==> src/rtl/evt_tmr_pkg.sv <==
package evt_tmr_pkg;

    // register byte offsets
    localparam int CNT_BASE = 'h10;
    localparam int TCR_OFS  = 'h20;
    localparam int GCR_OFS  = 'h24;
    localparam int INT_OFS  = 'h44;

    // mode field placement inside timer control
    localparam int MODE_LSB = 6;
    // width of the run gate in global control
    localparam int GATE_W   = 2;

    typedef enum logic [1:0] {
        MODE_OFF  = 2'b00,
        MODE_ONCE = 2'b01,
        MODE_LOOP = 2'b10,
        MODE_ALT  = 2'b11
    } mode_e;

endpackage

==> src/rtl/evt_tmr_count.sv <==
module evt_tmr_count #(
    parameter int DATA_W = 32,
    parameter int CNT_W  = 64
) (
    input  logic                          clk_i,
    input  logic                          rst_ni,
    input  logic                          gate_i,
    input  logic [1:0]                    mode_i,
    input  logic [CNT_W/DATA_W-1:0]       cnt_we_i,
    input  logic [CNT_W/DATA_W-1:0]       prd_we_i,
    input  logic [DATA_W-1:0]             wdata_i,
    output logic [CNT_W-1:0]              cnt_o,
    output logic [CNT_W-1:0]              prd_o,
    output logic                          match_o
);
    localparam int NSEG = CNT_W / DATA_W;

    typedef struct packed {
        logic [CNT_W-1:0] cnt;
        logic [CNT_W-1:0] prd;
    } st_t;

    st_t s_d, s_q;

    logic [CNT_W-1:0] cnt_mask;
    logic [CNT_W-1:0] prd_mask;
    logic [CNT_W-1:0] wide_wdata;
    logic             active;
    logic             match;

    assign wide_wdata = {NSEG{wdata_i}};

    for (genvar k = 0; k < NSEG; k++) begin : g_seg
        assign cnt_mask[k*DATA_W +: DATA_W] = {DATA_W{cnt_we_i[k]}};
        assign prd_mask[k*DATA_W +: DATA_W] = {DATA_W{prd_we_i[k]}};
    end

    assign active = gate_i && (mode_i != 2'b00);
    assign match  = active && (s_q.cnt == s_q.prd);

    always_comb begin
        s_d     = s_q;
        s_d.prd = (s_q.prd & ~prd_mask) | (wide_wdata & prd_mask);
        if (!gate_i) begin
            s_d.cnt = '0;
        end else if (|cnt_we_i) begin
            s_d.cnt = (s_q.cnt & ~cnt_mask) | (wide_wdata & cnt_mask);
        end else if (match) begin
            // loop modes restart, single mode holds the matched value
            if (mode_i[1]) s_d.cnt = '0;
        end else if (active) begin
            s_d.cnt = s_q.cnt + 1'b1;
        end
    end

    always_ff @(posedge clk_i or negedge rst_ni) begin
        if (!rst_ni) s_q <= '0;
        else         s_q <= s_d;
    end

    assign cnt_o   = s_q.cnt;
    assign prd_o   = s_q.prd;
    assign match_o = match;

endmodule

==> src/rtl/evt_tmr_irq.sv <==
module evt_tmr_irq (
    input  logic       clk_i,
    input  logic       rst_ni,
    input  logic       we_i,
    input  logic [1:0] wdata_i,
    input  logic       evt_i,
    output logic       ien_o,
    output logic       sts_o
);
    typedef struct packed {
        logic ien;
        logic sts;
    } st_t;

    st_t s_d, s_q;

    always_comb begin
        s_d = s_q;
        if (we_i) s_d.ien = wdata_i[0];
        if (evt_i && s_q.ien)       s_d.sts = 1'b1;
        else if (we_i && wdata_i[1]) s_d.sts = 1'b0;
    end

    always_ff @(posedge clk_i or negedge rst_ni) begin
        if (!rst_ni) s_q <= '0;
        else         s_q <= s_d;
    end

    assign ien_o = s_q.ien;
    assign sts_o = s_q.sts;

endmodule

==> src/rtl/evt_tmr.sv <==
module evt_tmr
    import evt_tmr_pkg::*;
#(
    parameter int DATA_W = 32,
    parameter int CNT_W  = 64,
    parameter int ADDR_W = 8
) (
    input  logic              clk_i,
    input  logic              rst_ni,
    input  logic              bus_sel_i,
    input  logic              bus_wr_i,
    input  logic [ADDR_W-1:0] bus_addr_i,
    input  logic [DATA_W-1:0] bus_wdata_i,
    output logic [DATA_W-1:0] bus_rdata_o,
    output logic              evt_o,
    output logic              irq_o
);
    localparam int NSEG     = CNT_W / DATA_W;
    localparam int PRD_BASE = CNT_BASE + 4 * NSEG;

    typedef struct packed {
        logic [DATA_W-1:0] tcr;
        logic [GATE_W-1:0] gcr;
    } ctl_t;

    ctl_t ctl_d, ctl_q;

    logic             wr;
    logic [NSEG-1:0]  cnt_we;
    logic [NSEG-1:0]  prd_we;
    logic             tcr_we;
    logic             gcr_we;
    logic             int_we;
    logic             gate;
    mode_e            mode;
    logic [CNT_W-1:0] cnt_val;
    logic [CNT_W-1:0] prd_val;
    logic             match;
    logic             ien;
    logic             sts;

    assign wr     = bus_sel_i && bus_wr_i;
    assign tcr_we = wr && (bus_addr_i == ADDR_W'(TCR_OFS));
    assign gcr_we = wr && (bus_addr_i == ADDR_W'(GCR_OFS));
    assign int_we = wr && (bus_addr_i == ADDR_W'(INT_OFS));

    for (genvar k = 0; k < NSEG; k++) begin : g_dec
        assign cnt_we[k] = wr && (bus_addr_i == ADDR_W'(CNT_BASE + 4 * k));
        assign prd_we[k] = wr && (bus_addr_i == ADDR_W'(PRD_BASE + 4 * k));
    end

    assign mode = mode_e'(ctl_q.tcr[MODE_LSB +: 2]);
    assign gate = &ctl_q.gcr;

    always_comb begin
        ctl_d = ctl_q;
        if (tcr_we) begin
            ctl_d.tcr = bus_wdata_i;
        end else if (match && (mode == MODE_ONCE)) begin
            ctl_d.tcr[MODE_LSB +: 2] = MODE_OFF;
        end
        if (gcr_we) ctl_d.gcr = bus_wdata_i[GATE_W-1:0];
    end

    always_ff @(posedge clk_i or negedge rst_ni) begin
        if (!rst_ni) ctl_q <= '0;
        else         ctl_q <= ctl_d;
    end

    evt_tmr_count #(
        .DATA_W (DATA_W),
        .CNT_W  (CNT_W)
    ) u_count (
        .clk_i    (clk_i),
        .rst_ni   (rst_ni),
        .gate_i   (gate),
        .mode_i   (mode),
        .cnt_we_i (cnt_we),
        .prd_we_i (prd_we),
        .wdata_i  (bus_wdata_i),
        .cnt_o    (cnt_val),
        .prd_o    (prd_val),
        .match_o  (match)
    );

    evt_tmr_irq u_irq (
        .clk_i   (clk_i),
        .rst_ni  (rst_ni),
        .we_i    (int_we),
        .wdata_i (bus_wdata_i[1:0]),
        .evt_i   (match),
        .ien_o   (ien),
        .sts_o   (sts)
    );

    always_comb begin
        bus_rdata_o = '0;
        for (int k = 0; k < NSEG; k++) begin
            if (bus_addr_i == ADDR_W'(CNT_BASE + 4 * k)) bus_rdata_o = cnt_val[k*DATA_W +: DATA_W];
            if (bus_addr_i == ADDR_W'(PRD_BASE + 4 * k)) bus_rdata_o = prd_val[k*DATA_W +: DATA_W];
        end
        if (bus_addr_i == ADDR_W'(TCR_OFS)) bus_rdata_o = ctl_q.tcr;
        if (bus_addr_i == ADDR_W'(GCR_OFS)) bus_rdata_o = DATA_W'(ctl_q.gcr);
        if (bus_addr_i == ADDR_W'(INT_OFS)) bus_rdata_o = DATA_W'({sts, ien});
    end

    assign evt_o = match;
    assign irq_o = sts;

endmodule

==> config.mk <==
export PLATFORM = sky130hd
export DESIGN_NAME = evt_tmr
export DESIGN_NICKNAME = d
export VERILOG_FILES = /design/src/rtl/evt_tmr_pkg.sv /design/src/rtl/evt_tmr_count.sv /design/src/rtl/evt_tmr_irq.sv /design/src/rtl/evt_tmr.sv
export SDC_FILE = /design/constraint.sdc
export NUM_CORES = 1
export LEC_CHECK = 0
export BUFFER_PORTS_ARGS = -buffer_cell sky130_fd_sc_hd__buf_2
export CORE_UTILIZATION = 25
export DETAILED_ROUTE_END_ITERATION = 12
export SLEW_MARGIN = 15
export SYNTH_ARGS = -nofsm -noshare
export SYNTH_HDL_FRONTEND = slang
export SYNTH_SLANG_ARGS = --single-unit
==> constraint.sdc <==
create_clock -name clk_i -period 3.15 [get_ports clk_i]
set_input_delay 0.4725 -clock clk_i [delete_from_list [all_inputs] [get_ports clk_i]]
set_output_delay 0.4725 -clock clk_i [all_outputs]
set_load 0.02 [all_outputs]
* After elaboration in Yosys (flattened, before gate mapping)
Cells that the tools add are included.
Widths: inputs -> output; s select.
** Storage, ports and cells
- Register bits :: 164
- Output and inout port bits :: 34
- Word-level logic and storage cells :: 62
** Cells by class
- Add/subtract/negate cells :: 1
- Eq/ne operators :: 11
- Multiplexer cells :: 16
- Bitwise gates (word level) :: 8
- Reduce and logical (&&, ||, !) cells :: 19
** Operators with widths (count)
- $mux 64 :: 5
- $and 64x64->64 :: 4
- $mux 32 :: 7
- $not 64->64 :: 2
- $or 64x64->64 :: 2
- $add 64x1->64 const B :: 1
- $eq 64x64->1 :: 1
- $eq 8x5->1 const B :: 4
- $eq 8x6->1 const B :: 2
- $logic_and 1x1->1 :: 13
- $eq 8x7->1 const B :: 1
- $ne 4x4->1 const B :: 2
- $reduce_bool 2->1 :: 3
- $mux 2 :: 2
- $reduce_and 2->1 :: 2
- $eq 2x1->1 const B :: 1
- $mux 1 :: 2
- $reduce_or 2->1 :: 1

* Depth between registers and ports, before layout
- Depth in word-level cells :: 8
- Depth in mapped cells :: 11

* Hierarchy
A second synthesis with hierarchy kept.
** Unflattened totals
- Cells, all modules :: 1201
- Area, all modules :: 11098.1 um^2
** By module, submodules not included
- evt_tmr_count :: times used 1, cells an instance 878, area each 8000.2 um^2
- evt_tmr :: times used 1, cells an instance 318, area each 3020.4 um^2
- evt_tmr_irq :: times used 1, cells an instance 5, area each 77.6 um^2

* Least setup slack after synthesis
Ideal clock, no wire load.
- Kind :: input -> output
- Start point :: in bus_addr_i[6]
- End point :: out bus_rdata_o[0]
- Arrival time :: 2.211 ns
- Required time :: 2.677 ns
- Setup slack :: 0.467 ns
- Stages :: 6
- Path buffers :: 0
- Path through :: or4b_2 -> nor2_1 -> a222oi_1 -> a21oi_1 -> a211oi_1 -> o21ai_0
** Between the ends
- Word-level cells in the longest chain between the ends :: 8
- Elaborated cells between the ends (all ways) :: 14
- Classes of those cells :: eq/ne: 7; mux: 7
** RTL lines
- from (decl) :: line evt_tmr.sv:12 : input logic [ADDR_W-1:0] bus_addr_i,
- $eq 8x5->1 :: line evt_tmr.sv:99 : if (bus_addr_i == ADDR_W'(CNT_BASE + 4 * k)) bus_rdata_o = cnt_val[k*DATA_W +: DATA_W];
- $mux 32 :: line evt_tmr.sv:99
- $mux 32 :: line evt_tmr.sv:100 : if (bus_addr_i == ADDR_W'(PRD_BASE + 4 * k)) bus_rdata_o = prd_val[k*DATA_W +: DATA_W];
- $mux 32 :: line evt_tmr.sv:99
- $mux 32 :: line evt_tmr.sv:100
- $mux 32 :: line evt_tmr.sv:102 : if (bus_addr_i == ADDR_W'(TCR_OFS)) bus_rdata_o = ctl_q.tcr;
- $mux 32 :: line evt_tmr.sv:103 : if (bus_addr_i == ADDR_W'(GCR_OFS)) bus_rdata_o = DATA_W'(ctl_q.gcr);
- $mux 32 * :: line evt_tmr.sv:104 : if (bus_addr_i == ADDR_W'(INT_OFS)) bus_rdata_o = DATA_W'({sts, ien});
- to (decl) :: line evt_tmr.sv:14 : output logic [DATA_W-1:0] bus_rdata_o,
Every way passes the cells marked *; elsewhere a longest branch is shown, timed or not.

==> reports/results.txt <==
Grt ovf: 0
H-tree depth: 4
Net switching power: 1.12 mW
Fillcell total: 4263
Pre-antenna DRT Iters: 9
Seq pwr share: 45.6%
P&R area growth vs syn: 22.8%
Power per Cell Area: 377 nW/µm²
Critical Path Stages: 8
Yosys warns: 0
Worst Path Class, Setup: reg -> out
Post-synth ARST share: 100%
Chip Height: 205 µm
Post-route insts no fill: 1758
Final WL: 41400 µm
Worst reg2reg setup slack: 0.16 ns
Nets: 1260
CTS tree: done
Peak Freq: 333 MHz
Synth Instances: 1098
Layout cells sized above 1: 28.9%
Global-route wire length before repair: 63100 µm
Clock buffer depth: 2
Register Area: 4110 µm²
CP Max Fanout: 6
Outcome: completed
Initial Util: 25.3%
Skew final: 0.0140 ns
RSZ-0062 raised after global routing: no
Ports: 78
DRC viols: 0
Maxcap violations: 0
Period Utilization, post-route: 95.2%
Clock Pin Slew Worst Setup and Hold Paths: 0.07 ns
Cell Chain, Critical Path: xor2_1 -> nor4_1 -> nand4_1 -> nor4_4 -> nand2_1 -> inv_2 -> buf_12 -> buf_2
Gate power share: 6.0%
Hold_buf cts: 0
Die width: 205 µm
Largest net degree at the start of global routing: 69
Worst r2r dst: u_count.cnt_o[14]
Synth unique cells: 70
GRT Total Usage: 20.0%
# placed instances: 1725
Syn Nets: 1143
Maximum VDD drop: 0.285 mV
Routed length per instance: 23.6 µm
Root buffer cell: clkbuf_16
Dominant cell type by area after synthesis: dfrtp_1
Inserted Clock Buffers: 17
Placer Congestion: 0.999
Vias per cell: 5.75
Synth cell count leaders: dfrtp_1, mux2_2, nand2_1
Hold WC Path Type: in -> async
Critical-path top delay cell: dfrtp_1
Multi-input gate area: 5770 µm²
Internal power: 3.65 mW
Vias: 10100
I/O Buffers: 77
Worst-Skew Late Latency: 0.45 ns
Crit. End Element: output pin
Clock share of power: 48.5%
Diode count: 0
Relative slew slack: 37.6%
Post-DP HPWL: 30500 µm
Cell family with the largest share of critical-path delay: simple AND/OR/NAND/NOR gates
Post-route antenna net violation count: 0
Top cells by area, synth: dfrtp_1, mux2_2, xor2_1, o21ai_0, nand2_1
Core Footprint: 40700 µm²
Final setup fails: 0
Total clock sinks: 164
Startpoint Class: register
Vias in the first global route: 9851
Die area: 42000 µm²
Setup TNS: 0 ns
Row count: 74
Switching Fraction: 23.5%
Max-slew violations: 0
Synth top area share: 39.8%
Worst-Margin Slew: 0.937 ns
Crit path capture: evt_o
#FFs+latches synth: 164
Cell with the most instances after synthesis: dfrtp_1
DR iter-0 viols: 1413
Final hold violations: 0
Leak: 5.85 nW
Post-synth EDFFs: 0
CP arrival: 2.53 ns
CP max stage delay: 0.41 ns
Final min period: 3.00 ns
Area of the mapped netlist: 10300 µm²
Post-synthesis sequential area ratio: 39.8%
Initial antenna violation count: 0
Top_reg_cell synth: dfrtp_1
Final core utilization: 31.1%
Worst Path Buf+Inv: 3
Cell count of the worst reg-to-reg path: 10
Syn Area/Cell: 9.38 µm²
Worst EP required: 2.68 ns
## cells by family after synthesis
group / after synthesis / share of synthesized area (%)
adders and majority gates: 1 / 0.121
muxes: 97 / 10.6
and+or+nand+nor: 316 / 15.8
buffers and inverters: 124 / 4.94
xor gates and xnor gates: 67 / 5.70
AOI/OAI and AO/OA: 329 / 23.0
DFF: 164 / 39.8
## how the worst min path moves through the flow
stage                   start        end  slack [ns]  cells past startpoint
floorplan              rst_ni  async pin        0.18                      0
global placement    ctl_q[11]  ctl_q[11]        0.49                      1
detailed placement  ctl_q[17]  ctl_q[17]        0.50                      1
CTS                    rst_ni  async pin        0.07                      1
global route           rst_ni  async pin        0.09                      1
finish                 rst_ni  async pin        0.05                      1
## placed cells by master, fill, tap and decap left out, drive strengths merged, types with 9 or more instances in the layout
cell type and count:
a211oi 10, a21oi 43, a222oi 32, a22o 15
a22oi 32, a31oi 16, and2 9, and3 13
and4 10, buf 194, clkbuf 21, dfrtp 164
inv 28, mux2 97, nand2 92, nand3 34
nand4 22, nor2 61, nor3 34, nor4 23
o211ai 11, o21ai 71, o221ai 14, o2bb2ai 16
o31ai 22, xnor2 10, xor2 57
## power groups by stage
| stage | Sequential (mW) | Combinational, mW | Clock [mW] |
|---|---|---|---|
| floorplan | 2.20 | 0.102 | 0 |
| global placement | 2.21 | 0.267 | 0 |
| detailed placement | 2.21 | 0.269 | 0 |
| global route | 2.17 | 0.310 | 2.42 |
| CTS | 2.17 | 0.281 | 2.34 |
| finish | 2.17 | 0.285 | 2.31 |
## through the flow
step / total power, mW / hold slack, ns / setup WS, ns / instance area, µm²
6_report: 4.77 / 0.0499 / 0.151 / 12700
5_1_grt: 4.90 / 0.0902 / 0.00473 / 12700
3_5_place_dp: 2.48 / 0.497 / 0.182 / 12000
2_1_floorplan: 2.30 / 0.177 / 0.467 / 10300
3_3_place_gp: 2.48 / 0.488 / 0.179 / 12000
4_1_cts: 4.79 / 0.0690 / 0.0453 / 12600
## timing repair
action	4_1_cts	5_1_grt
gates resized for setup	3	6
pin swaps	1	6
buffers inserted	2	1
setup endpoints to repair	1	6
## routing by layer
layer,share of wire (%),vias to the layer above,track usage (%)
li1,-,4422,-
met1,44,5038,27.6
met2,44,554,30.0
met3,9.1,92,4.61
met4,3.2,0,7.91
met5,0,-,0
## final cells by class
class,instances,area share [%]
Inverter,28,0.831
Timing Repair Buffer,194,10.9
Clock buffer,21,3.48
Multi-Input combinational cell,810,45.6
Clock inverter,9,1.42
Sequential cell,164,32.5
Tap cell,532,5.26
No activity file was read; power rests on OpenSTA's default activity.
